[config.mk]
export PLATFORM = sky130hd
export DESIGN_NAME = wutx_top
export DESIGN_NICKNAME = d
export VERILOG_FILES = /design/src/rtl/wutx_pkg.sv /design/src/rtl/wutx_cfg.sv /design/src/rtl/wutx_hold.sv /design/src/rtl/wutx_shift.sv /design/src/rtl/wutx_line.sv /design/src/rtl/wutx_top.sv
export SDC_FILE = /design/constraint.sdc
export NUM_CORES = 1
export LEC_CHECK = 0
export BUFFER_PORTS_ARGS = -buffer_cell sky130_fd_sc_hd__buf_2
export CAP_MARGIN = 0
export CORE_MARGIN = 2
export CORE_UTILIZATION = 35
export DETAILED_ROUTE_END_ITERATION = 12
export RECOVER_POWER = 50
export SLEW_MARGIN = 20
export SYNTH_ARGS = -nofsm -noshare
export SYNTH_HDL_FRONTEND = slang
export SYNTH_SLANG_ARGS = --single-unit
export TNS_END_PERCENT = 20
[constraint.sdc]
create_clock -name clk -period 1.4 [get_ports clk]
set_input_delay 0.28 -clock clk [delete_from_list [all_inputs] [get_ports clk]]
set_output_delay 0.28 -clock clk [all_outputs]
set_load 0.05 [all_outputs]
[src/rtl/wutx_pkg.sv]
package wutx_pkg;

   // number of data bits that may sit above the low byte
   localparam int EXT_N = 2;
   localparam int CFG_W = 8;

   // configuration layout, msb first
   typedef struct packed {
      logic             brk;
      logic [1:0]       width;
      logic             single;
      logic             drive;
      logic             inv;
      logic [EXT_N-1:0] ext;
   } cfg_t;

   // value equals the number of extension bits in use
   typedef enum logic [1:0] {
      LEN_BASE  = 2'd0,
      LEN_PLUS1 = 2'd1,
      LEN_PLUS2 = 2'd2
   } len_e;

   function automatic len_e width_to_len(input logic [1:0] w);
      case (w)
         2'b00:   return LEN_BASE;
         2'b01:   return LEN_PLUS1;
         default: return LEN_PLUS2;
      endcase
   endfunction

endpackage

[src/rtl/wutx_cfg.sv]
module wutx_cfg
   import wutx_pkg::*;
(
   input  logic             clk,
   input  logic             rst_n,
   input  logic             we,
   input  logic [CFG_W-1:0] wdata,
   output cfg_t             cfg_q
);

   always_ff @(posedge clk or negedge rst_n) begin
      if (!rst_n) begin
         cfg_q <= '0;
      end else if (we) begin
         cfg_q <= cfg_t'(wdata);
      end
   end

endmodule

[src/rtl/wutx_hold.sv]
module wutx_hold
   import wutx_pkg::*;
#(
   parameter int DATA_W = 8,
   localparam int MAX_W = DATA_W + EXT_N
) (
   input  logic             clk,
   input  logic             rst_n,
   input  logic             wr,
   input  logic [DATA_W-1:0] byte_in,
   input  logic [EXT_N-1:0] ext_in,
   input  len_e             len_in,
   input  logic             take,
   output logic [MAX_W-1:0] char_q,
   output len_e             len_q,
   output logic             full_q
);

   // unused upper positions are filled with the stop level so the shifter
   // never needs to know the width while shifting
   logic [MAX_W-1:0] commit;

   assign commit[DATA_W-1:0] = byte_in;

   for (genvar k = 0; k < EXT_N; k++) begin : g_ext
      assign commit[DATA_W+k] = (int'(len_in) > k) ? ext_in[k] : 1'b1;
   end

   always_ff @(posedge clk or negedge rst_n) begin
      if (!rst_n) begin
         char_q <= '1;
         len_q  <= LEN_BASE;
         full_q <= 1'b0;
      end else begin
         if (wr) begin
            char_q <= commit;
            len_q  <= len_in;
         end
         // a write on the take edge keeps the buffer occupied
         if (wr) begin
            full_q <= 1'b1;
         end else if (take) begin
            full_q <= 1'b0;
         end
      end
   end

endmodule

[src/rtl/wutx_shift.sv]
module wutx_shift
   import wutx_pkg::*;
#(
   parameter int DATA_W = 8,
   localparam int MAX_W = DATA_W + EXT_N,
   localparam int CNT_W = $clog2(MAX_W + 2)
) (
   input  logic             clk,
   input  logic             rst_n,
   input  logic             tick,
   input  logic             full,
   input  logic [MAX_W-1:0] char_in,
   input  len_e             len_in,
   output logic             take,
   output logic             line_q,
   output logic             active_q
);

   logic [MAX_W-1:0] sh_q;
   logic [CNT_W-1:0] left_q;
   logic             free;

   // idle, or the stop bit of the current frame has run its full period
   assign free = !active_q || (left_q == '0);
   assign take = tick && full && free;

   always_ff @(posedge clk or negedge rst_n) begin
      if (!rst_n) begin
         active_q <= 1'b0;
         line_q   <= 1'b1;
         sh_q     <= '1;
         left_q   <= '0;
      end else if (tick) begin
         if (take) begin
            active_q <= 1'b1;
            line_q   <= 1'b0;
            sh_q     <= char_in;
            left_q   <= CNT_W'(DATA_W + 1) + CNT_W'(len_in);
         end else if (active_q && left_q != '0) begin
            line_q   <= sh_q[0];
            sh_q     <= {1'b1, sh_q[MAX_W-1:1]};
            left_q   <= left_q - CNT_W'(1);
         end else if (active_q) begin
            active_q <= 1'b0;
            line_q   <= 1'b1;
         end
      end
   end

endmodule

[src/rtl/wutx_line.sv]
module wutx_line
   import wutx_pkg::*;
(
   input  logic line_raw,
   input  cfg_t cfg,
   output logic txd_o,
   output logic txd_oe
);

   logic level;

   assign level  = cfg.brk ? 1'b0 : line_raw;
   assign txd_o  = level ^ cfg.inv;
   assign txd_oe = !cfg.single || cfg.drive;

endmodule

[src/rtl/wutx_top.sv]
module wutx_top
   import wutx_pkg::*;
#(
   parameter int DATA_W = 8
) (
   input  logic              clk,
   input  logic              rst_n,
   input  logic              baud_tick,
   input  logic              cfg_we,
   input  logic [7:0]        cfg_wdata,
   input  logic              dat_we,
   input  logic [DATA_W-1:0] dat_wdata,
   output logic [7:0]        cfg_rdata,
   output logic              txd_o,
   output logic              txd_oe,
   output logic              buf_empty,
   output logic              tx_active
);

   localparam int MAX_W = DATA_W + EXT_N;

   if (DATA_W < 5 || DATA_W > 16) begin : g_bad_width
      $error("wutx_top: DATA_W must lie in 5..16");
   end
   if (CFG_W != 8) begin : g_bad_cfg
      $error("wutx_top: configuration layout must be 8 bits");
   end

   cfg_t             cfg_q;
   logic [MAX_W-1:0] hold_char;
   len_e             hold_len;
   logic             hold_full;
   logic             take;
   logic             line_raw;

   wutx_cfg u_cfg (
      .clk   (clk),
      .rst_n (rst_n),
      .we    (cfg_we),
      .wdata (cfg_wdata),
      .cfg_q (cfg_q)
   );

   wutx_hold #(.DATA_W(DATA_W)) u_hold (
      .clk     (clk),
      .rst_n   (rst_n),
      .wr      (dat_we),
      .byte_in (dat_wdata),
      .ext_in  (cfg_q.ext),
      .len_in  (width_to_len(cfg_q.width)),
      .take    (take),
      .char_q  (hold_char),
      .len_q   (hold_len),
      .full_q  (hold_full)
   );

   wutx_shift #(.DATA_W(DATA_W)) u_shift (
      .clk      (clk),
      .rst_n    (rst_n),
      .tick     (baud_tick),
      .full     (hold_full),
      .char_in  (hold_char),
      .len_in   (hold_len),
      .take     (take),
      .line_q   (line_raw),
      .active_q (tx_active)
   );

   wutx_line u_line (
      .line_raw (line_raw),
      .cfg      (cfg_q),
      .txd_o    (txd_o),
      .txd_oe   (txd_oe)
   );

   assign cfg_rdata = cfg_q;
   assign buf_empty = !hold_full;

endmodule

==> After elaboration in Yosys (flattened, before gate mapping) <==
Index checks and enable logic that the tools add are counted.
{ "classes": {"n_reduce_logical": 17, "n_addsub": 2, "order_cmp": 2, "mux": 15, "bitwise_logic": 1, "n_eq_ne": 2} }
{ "ops": {"columns": ["operator", "n"], "rows": [
  ["10-bit 2-to-1 mux", 2],
  ["1-bit 2-to-1 mux", 10],
  ["4-bit 2-to-1 mux", 2],
  ["2-bit AND reduction", 3],
  ["4-bit by 2-bit adder with 4-bit output, first input constant", 1],
  ["2-bit by 1-bit > comparator with 1-bit output, second input constant", 2],
  ["4-bit zero test", 1],
  ["2-bit one-hot mux with 2 select lines", 1],
  ["2-bit nonzero test", 2],
  ["4-bit nonzero test", 1],
  ["4-bit by 1-bit subtractor with 4-bit output, second input constant", 1],
  ["1-bit logical AND", 3],
  ["1-bit zero test", 3],
  ["3-bit nonzero test", 1],
  ["2-bit by 1-bit equality test with 1-bit output, second input constant", 1],
  ["2-bit zero test", 1],
  ["1-bit logical OR", 2],
  ["2-bit inequality test, second input constant", 1],
  ["1-bit XOR", 1]
]} }
{ "totals": {"out_inout_bits": 12, "reg_bits": 37} }

==> Depth between registers and ports, before layout <==
Gate-level depths: netlist of run 1.
{ "depth": {"depth_word": 5, "ltp_mapped": 7} }

==> Modules after synthesis <==
Synthesis of run 1 repeated with hierarchy kept, for this count alone.
{ "hier_totals": {"hier_cells": 141, "area_unflattened_um2": 1839.3} }
{ "modules_own_cells": {"columns": ["module", "seq_area_each_um2", "cells_each", "instances", "area_per_inst_um2"], "rows": [
  ["wutx_shift", 414.1, 85, 1, 918.4],
  ["wutx_hold", 337.8, 33, 1, 539.3],
  ["wutx_cfg", 200.2, 17, 1, 331.6],
  ["wutx_line", 0.0, 3, 1, 36.3],
  ["wutx_top", 0.0, 3, 1, 13.8]
]} }

==> Least setup slack after synthesis of run 1 <==
Ideal clock, no wire load.
{ "synth_path": {"kind": "flip-flop to output port", "from": "reg u_cfg.cfg_q[7] (netlist name)", "to": "out txd_o", "slack_ns": -0.489, "arrival_time_ns": 1.609, "stages_incl_launch_ff": 3, "path_cell_list": "dfrtp_1 > nand2b_1 > xnor2_1"} }
{ "synth_via": {"elab_chain_cells": 2} }
{ "synth_lines": {"columns": ["item", "line_no", "text"], "rows": [
  ["1-bit 2-to-1 mux", "wutx_line.sv:12", "assign level = cfg.brk ? 1'b0 : line_raw;"],
  ["1-bit XOR", "wutx_line.sv:13", "assign txd_o = level ^ cfg.inv;"],
  ["end, declared", "wutx_top.sv:14", "output logic txd_o,"]
]} }
Every way passes these cells.

==> Worst setup path after layout of run 1 <==
{ "layout_path": {"from": "reg u_shift.left_q[0]", "to": "reg u_shift.left_q[1]"} }
{ "layout_via": {"elab_chain_cells": 5, "elab_cells_between_ends": 10, "cone_classes": "add/sub: 1; mux: 2; reduce/logical: 7"} }
{ "layout_lines": {"columns": ["item", "line_no", "text"], "rows": [
  ["start, declared", "wutx_shift.sv:20", "logic [CNT_W-1:0] left_q;"],
  ["start signal, assigned", "wutx_shift.sv:38", "left_q <= CNT_W'(DATA_W + 1) + CNT_W'(len_in);"],
  ["start signal, assigned", "wutx_shift.sv:42", "left_q <= left_q - CNT_W'(1);"],
  ["parallel branches: the longest is 5 deep, another holds 4-bit by 1-bit subtractor with 4-bit output", null, null]
]} }
Several ways; the timed one is not identified. The select of a mux whose other input is x is not followed.
A chain may end at the register's enable or synchronous reset.

==> metrics.sh, run 1 <==
RUN_STATUS='finished with violations'
FAILING_CHECKS='negative setup slack'
SYNTH_SEQ_CELLS=37
SYNTH_EDF_COUNT=0
INITIAL_CORE_UTIL=0.359
PLACED_INSTANCES=222
DRT-INITIAL-DRC-COUNT=45
SYNTH_CELL_TYPE_COUNT=36
SETUP_SLACK_AFTER_LAYOUT_NS=-0.104
TRITONCTS.NUM_BUFFERS=5
PRECTSSETUPSLACK_NS=-0.212
AREA.SEQUENTIAL_SQ_UM=956
RSZ0062_AT_GRT='yes'
FIN_UTIL=0.477
NUM_ANTENNA_CELLS=0
COREAREA_SQ_MM=0.00469
CTS_TREE='done'
MIN_PERIOD_OVER_PERIOD=1.07
WORST-ENDPOINT-ARRIVAL_NS=1.67
POST_ROUTE_CELLS_DRIVE_ABOVE_1_SHARE=0.632
AREA_GROWTH_SYN_TO_LAYOUT_PCT=32.8
SYNTH.NET_COUNT=153
NETLIST_AREA_SQ_MM=0.00168
SYNTH_AREA_PER_CELL_SQ_UM=13.0
HOLD_START='cfg_wdata[7]'
TIGHTESTPINTRANSITION_NS=0.812
FIN_HOLD_WS_NS=0.227
CLOCK-SINKS=37
LAYOUT.CELLS.MOST_COMMON_LIST='buf_2 (31), dfstp_2 (21), mux2_2 (16), buf_4 (14), dfrtp_1 (13)'
DIE_WIDTH_UM=73.4
POWER_DENSITY_mW_PER_MM2=1710
DR.PASS1.ITERS=5
POWER.TOTAL_mW=3.82
PORT-BUFFER-COUNT=32
CRITICAL_PATH.STARTPOINT='u_shift.left_q[0]'
WORSTHOLDPATHTYPE='input port to register'
TIMING.MAX_CAP.VIOLATIONS=0
GRT_MAX_DEGREE=38
FILLERS=434
P_LEAK_nW=0.949
FINALNETCOUNT=204
HTREE_NUM_LEVELS=2
GRT_PASS1_WL_MM=6.02
VIAS_PER_CELL=5.16
DRT_WL_TOTAL_MM=3.64
FP.DIEH_UM=73.4
DRT_ANTENNA_NET_COUNT=0
SORT_OF_ELEMENT_AT_THE_END_OF_THE_CRITICAL_PATH='register'
PATH_CLK_SLEW_NS=0.07
SYNTH_SEQ_AREA_SHARE=0.565
TOTALNEGATIVESETUPSLACK_NS=-0.746
SETUP_VIOL=14
FINCLKSKEW_NS=0.00922
MIN_TCLK_POST_ROUTE_NS=1.50
SYNTH_FLOP_CELL='dfstp_2'
REMAINING_DRC_ERRORS=0
POWER.IR.VDD_WORST_uV=609
DP_HPWL_MM=2.33
DETAILED_PLACE.AREA_SQ_MM=0.00203
INITIAL_ANTENNA_VIOLATION_COUNT=0
SYNTHDOMINANTAREACELLTYPE='dfstp_2'
TIMING.FMAX_MHz=665
ROUTED_WIRE_LENGTH_PER_INSTANCE_UM=15.4
FINAL_DESIGN_AREA_NO_FILL_SQ_MM=0.00224
STARTPOINT_TYPE='register'
FINAL_CELLS=236
FINALMAXSLEWVIOLATIONS=0
SYNTH_CELLS=130
CRITICAL_PATH_PEAK_FANOUT=6
ASYNCSETRESETFLOPFRACSYNTH=1.00
GRT_PASS1_VIAS=1302
SYNTH.YOSYS.WARNINGS=0
SYNTHTOPCELLSBYAREA='dfstp_2 (33%), dfrtp_1 (24%), mux2_2 (11%), o221a_1 (5.3%), nand2b_1 (3.7%)'
WORST-ENDPOINT-REQUIRED_NS=1.56
RR_STARTPOINT='u_shift.left_q[0]'
TIMING.SETUP.CRITICAL_PATH_CLASS='register to register'
MULTIINPUTGATEAREA_SQ_UM=772
DIE_AREA_SQ_MM=0.00538
FINAL_COMMON_CELL='buf_2'
HOLD_VIOLATIONS=0
CTS-ROOT-TO-SINK-BUFFERS=2
CLOCK_TREE.ROOT_CELL='clkbuf_8'
NUM_ROWS=25
MAX-SLEW-MARGIN-REL=0.459
DETAILROUTE.VIA_COUNT=1217
GRT_OVERFLOW=0
COUNT_OF_BOUNDARY_I_O_PINS=33
FINAL_REPLACE_WEIGHTED_CONGESTION=0.857
YOSYS.AREA.TOP_TYPE_SHARE=0.328
CLK-INSERTION-DELAY-LATE_NS=0.28
GRT.TOTAL_USAGE=0.147
==> registers in the layout, summed over array words and instances (netlist names) <==
register	flops
u_shift.left_q	4
u_shift.sh_q	10
u_hold.full_q	1
u_shift.active_q	1
u_cfg.cfg_q	8
u_shift.line_q	1
u_hold.len_q	2
u_hold.char_q	10
==> worst max-delay path, stage by stage (launching register included) <==
cell and delay [ns]:
dfrtp_1 0.40, inv_2 0.09, ha_4 0.15, nand2b_4 0.07, o21ai_4 0.23, nand3_4 0.16, o221a_4 0.29
==> cell usage after synthesis, types with 3 or more instances <==
cell	count
dfstp_2	21
dfrtp_1	16
mux2_2	16
nand2b_1	10
o221a_1	8
inv_1	7
buf_2	5
nor2_1	5
o21ai_0	5
nand2_1	4
a21oi_1	3
o221a_2	3
==> repair_timing <==
action / 4_1_cts / 5_1_grt
hold endpoints to repair: 16 / 0
setup endpoints to repair: 18 / 18
hold buffers: 1 / 0
gates cloned: 1 / 0
gates resized for setup: 15 / 7
pin swaps: 5 / 2
setup buffers: 2 / 2
==> worst paths after layout <==
check                                    end  slack (ns)  cells past startpoint
max                        u_shift.left_q[1]       -0.10                      6
min                           u_cfg.cfg_q[7]        0.23                      2
max reg2reg                u_shift.left_q[1]       -0.10                      6
min reg2reg                 u_hold.char_q[8]        0.51                      2
max in group asynchronous      u_hold.full_q        0.13                      3
min in group asynchronous  u_shift.left_q[0]        0.71                      3
==> report_power, final <==
part | leakage [nW] | internal [mW] | switching [mW]
Clock | 0.0395 | 0.353 | 0.337
Combinational | 0.505 | 0.793 | 0.713
Sequential | 0.404 | 1.42 | 0.199
==> final cells by class <==
type,count,share of cell area
flip-flops and latches,37,0.427
multi-input cells,79,0.345
repair buffers,51,0.150
clock buffers,8,0.0358
inverters,7,0.0117
well taps,54,0.0302
==> per-layer routing <==
metal | up-vias | track usage | routed length [um]
met5 | - | 0 | 0
met4 | 0 | 0.0545 | 38
met3 | 2 | 0.0425 | 135
met2 | 25 | 0.236 | 1840
met1 | 618 | 0.188 | 1620
li1 | 572 | - | -
==> cell families (layout without fill, tap and decap cells) <==
family	Yosys count	count (layout)	share of synthesized area
compound gates	31	31	0.165
xor+xnor	1	1	0.00520
fa+ha+maj	2	2	0.0149
buf+inv	15	66	0.0438
flops	37	37	0.565
mux	17	17	0.113
simple gates	27	28	0.0929
(Power assumes the default switching activity.)
==> run 2, diff against run 1 <==
clock period = 1.6 ns   (was 1.4 ns; I/O delays follow)
==> metrics.sh, run 2 (synthesis results as in run 1) <==
WORST-ENDPOINT-ARRIVAL_NS=1.25  # was 1.67 ns
POWER.IR.VDD_WORST_uV=702  # was 609 uV
COREAREA_SQ_MM=0.00469  # unchanged
SLOWEST_STAGE='dfstp_2'  # was dfrtp_1
PATH_CLK_SLEW_NS=0.08  # was 0.07 ns
FINALMAXSLEWVIOLATIONS=0  # unchanged
P_LEAK_nW=0.878  # was 0.949 nW
CRITICAL_PATH_PEAK_FANOUT=2  # was 6
MIN_TCLK_POST_ROUTE_NS=1.57
POST_ROUTE_CELLS_DRIVE_ABOVE_1_SHARE=0.585  # was 0.632
CLOCK_TREE.ROOT_CELL='clkbuf_8'  # unchanged
RSZ0062_AT_GRT='yes'  # unchanged
COUNT_OF_BOUNDARY_I_O_PINS=33  # unchanged
GRT.TOTAL_USAGE=0.137  # was 0.147
REMAINING_DRC_ERRORS=0  # unchanged
NUM_ANTENNA_CELLS=0  # unchanged
DRT_ANTENNA_NET_COUNT=0  # unchanged
HOLD_VIOLATIONS=0  # unchanged
ROUTED_WIRE_LENGTH_PER_INSTANCE_UM=14.6  # was 15.4 um
DIE_AREA_SQ_MM=0.00538  # unchanged
MULTIINPUTGATEAREA_SQ_UM=706  # was 772 sq um
SETUP_VIOL=0  # was 14
RUN_STATUS='finished, final reports clean'  # was finished with violations
POWER_DENSITY_mW_PER_MM2=1480  # was 1710 mW/mm^2
FILLERS=454  # was 434
AREA.SEQUENTIAL_SQ_UM=952  # was 956 sq um
FIN_HOLD_WS_NS=0.217  # was 0.227 ns
POST-CTS-SETUP-BUFFERS=0  # was 2
GRT_PASS1_WL_MM=5.60  # was 6.02 mm
WORSTHOLDPATHTYPE='input port to asynchronous set/reset pin'  # was input port to register
NUM_ROWS=25  # unchanged
DIE_WIDTH_UM=73.4  # unchanged
WORST-ENDPOINT-REQUIRED_NS=1.28  # was 1.56 ns
TIGHTESTPINTRANSITION_NS=0.860  # was 0.812 ns
MAX-SLEW-MARGIN-REL=0.427  # was 0.459
FINALNETCOUNT=193  # was 204
DP_HPWL_MM=2.32  # was 2.33 mm
GRT_MAX_DEGREE=38  # unchanged
CTS_TREE='done'  # unchanged
SORT_OF_ELEMENT_AT_THE_END_OF_THE_CRITICAL_PATH='output pin'  # was register
TRITONCTS.NUM_BUFFERS=5  # unchanged
TIMING.SETUP.CRITICAL_PATH_CLASS='register to output pin'  # was register to register
INITIAL_ANTENNA_VIOLATION_COUNT=0  # unchanged
INITIAL_CORE_UTIL=0.359  # unchanged
TIMING.CRITICAL_PATH.CELLS='nand2b_4 -> xnor2_4 -> buf_6'  # was inv_2 -> ha_4 -> nand2b_4 -> o21ai_4 -> nand3_4 -> o221a_4
MIN_PERIOD_OVER_PERIOD=0.979
FINAL_REPLACE_WEIGHTED_CONGESTION=0.797  # was 0.857
HTREE_NUM_LEVELS=2  # unchanged
GRT_PASS1_VIAS=1158  # was 1302
DRT-INITIAL-DRC-COUNT=48  # was 45
FINAL_COMMON_CELL='buf_2'  # unchanged
CLOCK-SINKS=37  # unchanged
VIAS_PER_CELL=5.13  # was 5.16
FP.DIEH_UM=73.4  # unchanged
AREA_GROWTH_SYN_TO_LAYOUT_PCT=22.8  # was 32.8%
REG.LARGEST.LIST='u_hold.char_q: 10 flops, u_shift.sh_q: 10 flops, u_cfg.cfg_q: 8 flops'  # unchanged
CRITICAL_PATH.MAX_STAGE_DELAY_NS=0.58  # was 0.40 ns
CTS-ROOT-TO-SINK-BUFFERS=2  # unchanged
DR.PASS1.ITERS=4  # was 5
GRT_OVERFLOW=0  # unchanged
STARTPOINT_TYPE='register'  # unchanged
CLK-INSERTION-DELAY-LATE_NS=0.29  # was 0.28 ns
FINCLKSKEW_NS=0.00897  # was 0.00922 ns
PORT-BUFFER-COUNT=32  # unchanged
TIMING.FMAX_MHz=638
TIMING.MAX_CAP.VIOLATIONS=0  # unchanged
DETAILROUTE.VIA_COUNT=1154  # was 1217
DRT_WL_TOTAL_MM=3.27  # was 3.64 mm
LAYOUT.CELLS.MOST_COMMON_LIST='buf_2 (30), dfstp_2 (21), mux2_2 (16), dfrtp_1 (16), nand2b_1 (9)'  # was buf_2 (31), dfstp_2 (21), mux2_2 (16), buf_4 (14), dfrtp_1 (13)
POWER.TOTAL_mW=3.06  # was 3.82 mW
run 2: changes by cell type in the layout (fill, tap and decap cells not counted), moves of 2 or more:
cell,previous run,this run
buf_4,14,8
buf_6,4,1
clkbuf_1,3,1
clkinv_2,0,2
dfrtp_1,13,16
dfrtp_2,3,0
inv_1,4,6
inv_2,3,1
nand3_4,2,0
o221a_2,1,3
o221a_4,2,0
run 2: layer usage:
metal  vias up  share of wire  track usage
li1        549              -            -
met3         6          0.053       0.0398
met5         -              0            0
met2        33           0.49        0.211
met1       566           0.44        0.181
met4         0          0.018       0.0606
run 2: path summary, 6_finish.rpt:
check,from,endpoint,slack [ns],cells after the start
max,u_shift.line_q,txd_o,0.03,3
min,rst_n,u_hold.full_q,0.22,2
max reg2reg,u_shift.left_q[1],u_shift.sh_q[0],0.09,7
min reg2reg,u_hold.char_q[8],u_hold.char_q[8],0.52,2
max in group asynchronous,rst_n,u_shift.left_q[1],0.85,2
min in group clk,dat_wdata[1],u_hold.char_q[1],0.25,2
run 2: area by class of cell:
| class | count | share of cell area |
|---|---|---|
| clock buffer | 5 | 0.0333 |
| clock inverter | 3 | 0.00847 |
| inverter | 7 | 0.0127 |
| multi-input combinational | 78 | 0.341 |
| sequential | 37 | 0.460 |
| tap | 54 | 0.0327 |
| timing repair buffer | 41 | 0.111 |
run 2: metrics by stage:
step | TNS (ns) | area (sq um) | utilization | setup WS, ns | std cells
after floorplan | 0 | 1700 | - | 0.0720 | 130
after global placement | 0 | 1950 | 0.416 | 0.107 | 217
after detailed placement | 0 | 1950 | 0.416 | 0.0622 | 217
after CTS | 0 | 2050 | 0.437 | 0.0163 | 225
after global routing | -0.0254 | 2070 | 0.441 | -0.0254 | 225
final | 0 | 2070 | 0.441 | 0.0334 | 225
run 2: where the power goes:
group	leakage [nW]	total (mW)	internal [mW]	switching, mW
clock network	0.0439	0.636	0.300	0.336
registers	0.406	1.42	1.24	0.182
logic	0.428	0.997	0.498	0.499
total	0.878	3.06	2.04	1.02
run 2: timing repair:
item | CTS | global route
hold buffers | 0 | 0
pin swaps | 0 | 1
endpoints found under the setup margin | 1 | 15
gates cloned | 0 | 0
gates resized for setup | 3 | 5
run 2: critical path: cells and delay by family, from the launching register on:
family / cells / cell delay [ns]
simple gates: 1 / 0.08
xor+xnor: 1 / 0.13
buf+inv: 1 / 0.17
flops: 1 / 0.58
==> run 3, diff against run 2 <==
MAX_ROUTING_LAYER = met4   (was default)
==> metrics.sh, run 3 (synthesis results as in run 1) <==
FIN_UTIL=0.441  # unchanged
SORT_OF_ELEMENT_AT_THE_END_OF_THE_CRITICAL_PATH='output pin'  # unchanged
FINAL_COMMON_CELL='buf_2'  # unchanged
AREA.SEQUENTIAL_SQ_UM=952  # unchanged
DETAILROUTE.VIA_COUNT=1151  # was 1154
LAYOUT.CELLS.MOST_COMMON_LIST='buf_2 (30), dfstp_2 (21), mux2_2 (16), dfrtp_1 (16), nand2b_1 (9)'  # unchanged
RSZ0062_AT_GRT='yes'  # unchanged
RUN_STATUS='finished, final reports clean'  # unchanged
INITIAL_CORE_UTIL=0.359  # unchanged
HOLD_VIOLATIONS=0  # unchanged
GRT_MAX_DEGREE=38  # unchanged
PATH_CLK_SLEW_NS=0.08  # about the same
WORST-ENDPOINT-ARRIVAL_NS=1.25  # about the same
DR.PASS1.ITERS=4  # unchanged
SETUP_VIOL=0  # unchanged
HTREE_NUM_LEVELS=2  # unchanged
POWER.IR.VDD_WORST_uV=702  # about the same
WORST-ENDPOINT-REQUIRED_NS=1.28  # about the same
WORSTHOLDPATHTYPE='input port to asynchronous set/reset pin'  # unchanged
DIE_WIDTH_UM=73.4  # unchanged
POST-CTS-SETUP-BUFFERS=0  # unchanged
CRIT-REG2REG-CAPTURE='u_shift.sh_q[0]'  # unchanged
AREA_GROWTH_SYN_TO_LAYOUT_PCT=22.8  # unchanged
MIN_TCLK_POST_ROUTE_NS=1.57  # about the same
VIAS_PER_CELL=5.12  # was 5.13
TIMING.FMAX_MHz=638  # about the same
SWITCHING_SHARE=0.332  # was 0.333
CRITICAL_PATH_BUF_INV_COUNT=1  # unchanged
GRT_OVERFLOW=0  # unchanged
NUM_ROWS=25  # unchanged
POWER.SHARE.SEQUENTIAL=0.466  # about the same
GRT.TOTAL_USAGE=0.142  # was 0.137
MAX-SLEW-MARGIN-REL=0.427  # about the same
CLK-INSERTION-DELAY-LATE_NS=0.29  # about the same
TOTALNEGATIVESETUPSLACK_NS=0  # unchanged
PORT-BUFFER-COUNT=32  # unchanged
P_LEAK_nW=0.878  # unchanged
FINALMAXSLEWVIOLATIONS=0  # unchanged
INITIAL_ANTENNA_VIOLATION_COUNT=0  # unchanged
FILLERS=454  # unchanged
TIMING.SETUP.CRITICAL_PATH_CLASS='register to output pin'  # unchanged
FP.DIEH_UM=73.4  # unchanged
DRT_ANTENNA_NET_COUNT=0  # unchanged
COREAREA_SQ_MM=0.00469  # unchanged
FF2FF_SETUP_SLACK_NS=0.09  # about the same
TIGHTESTPINTRANSITION_NS=0.860  # about the same
DRT-INITIAL-DRC-COUNT=47  # was 48
DRT_WL_TOTAL_MM=3.27  # about the same
STARTPOINT_TYPE='register'  # unchanged
FINALNETCOUNT=193  # unchanged
GRT_PASS1_VIAS=1156  # was 1158
FIN_HOLD_WS_NS=0.217  # about the same
ROUTED_WIRE_LENGTH_PER_INSTANCE_UM=14.5  # was 14.6 um
TIMING.CRITICAL_PATH.CELLS='nand2b_4 -> xnor2_4 -> buf_6'  # unchanged
CRITICAL_PATH.MAX_STAGE_DELAY_NS=0.58  # about the same
DIE_AREA_SQ_MM=0.00538  # unchanged
CTS-ROOT-TO-SINK-BUFFERS=2  # unchanged
REG.LARGEST.LIST='u_hold.char_q: 10 flops, u_shift.sh_q: 10 flops, u_cfg.cfg_q: 8 flops'  # unchanged
MULTIINPUTGATEAREA_SQ_UM=706  # unchanged
CRITICAL_PATH_PEAK_FANOUT=2  # unchanged
FINAL_REPLACE_WEIGHTED_CONGESTION=0.809  # was 0.797
COUNT_OF_BOUNDARY_I_O_PINS=33  # unchanged
POWER.CLOCK.FRACTION=0.208  # about the same
REMAINING_DRC_ERRORS=0  # unchanged
NUM_ANTENNA_CELLS=0  # unchanged
RR_STARTPOINT='u_shift.left_q[1]'  # unchanged
SLOWEST_STAGE='dfstp_2'  # unchanged
POWER.INTERNAL_mW=2.04  # unchanged
POWER_DENSITY_mW_PER_MM2=1480  # about the same
MIN_PERIOD_OVER_PERIOD=0.979  # about the same
POST_ROUTE_CELLS_DRIVE_ABOVE_1_SHARE=0.585  # unchanged
CRITICAL_PATH_S_TOP_DELAY_FAMILY='flip-flops'  # unchanged
CLOCK-SINKS=37  # unchanged
CTS_HOLD_BUF=0  # unchanged
DP_HPWL_MM=2.32  # unchanged
CTS_TREE='done'  # unchanged
TRITONCTS.NUM_BUFFERS=5  # unchanged
FINCLKSKEW_NS=0.00897  # about the same
TIMING.MAX_CAP.VIOLATIONS=0  # unchanged
TIMING.REG2REG.WORST_PATH_DEPTH=7  # unchanged
GRT_PASS1_WL_MM=5.62  # was 5.60 mm
COMBPWRFRAC=0.326  # about the same
CLOCK_TREE.ROOT_CELL='clkbuf_8'  # unchanged
SWITCHINGPOWER_mW=1.02  # about the same
run 3: cell counts in the layout (fill, tap and decap cells not counted):
No cell type changed its count.
run 3: worst max-delay path by stage:
stage	start	to	slack [ns]	cells after the start
2_1_floorplan	u_cfg.cfg_q[7]	txd_o	0.07	2
3_3_place_gp	u_shift.left_q[0]	u_shift.sh_q[0]	0.11	7
3_5_place_dp	u_shift.left_q[0]	u_shift.sh_q[4]	0.06	7
4_1_cts	u_shift.line_q	txd_o	0.02	3
5_1_grt	u_shift.line_q	txd_o	-0.03	3
6_report	u_shift.line_q	txd_o	0.03	3
run 3: what timing repair did:
item	CTS	global route
setup endpoints to repair	1	15
gates resized for setup	3	5
pin swaps	0	1
run 3: power groups by stage:
| stage | Clock [mW] | Sequential [mW] | Combinational [mW] |
|---|---|---|---|
| finish | 0.636 | 1.42 | 0.997 |
| global route | 0.702 | 1.46 | 1.09 |
| CTS | 0.660 | 1.42 | 0.961 |
| detailed placement | 0 | 1.42 | 0.938 |
| global placement | 0 | 1.42 | 0.908 |
| floorplan | 0 | 1.43 | 0.657 |
run 3: area by class of cell:
class / instances / share of cell area
Multi-Input combinational cell: 78 / 0.341
Timing Repair Buffer: 41 / 0.111
Clock buffer: 5 / 0.0333
Inverter: 7 / 0.0127
Tap cell: 54 / 0.0327
Clock inverter: 3 / 0.00847
Sequential cell: 37 / 0.460
run 3: layer usage:
metal | up-vias | global-route usage | routed length, um
li1 | 549 | - | -
met1 | 566 | 0.182 | 1430
met2 | 30 | 0.211 | 1610
met3 | 6 | 0.0398 | 170
met4 | 0 | 0.0606 | 59
met5 | - | - | 0
run 3: worst register-to-register path, delay by kind of cell, from the launching register on:
family                   cells  cell delay, ns
flip-flops                   1            0.40
AO/OA/AOI/OAI                2            0.40
buffers and inverters        2            0.30
AND/OR/NAND/NOR              2            0.20
adder cells (fa/ha/maj)      1            0.16
run 3: per-stage QoR:
stage	setup WS, ns	total power, mW	area, sq um	instances
after floorplan	0.0720	2.09	1700	130
after global placement	0.107	2.33	1950	217
after detailed placement	0.0622	2.36	1950	217
after CTS	0.0163	3.04	2050	225
after global routing	-0.0254	3.25	2070	225
final	0.0332	3.06	2070	225
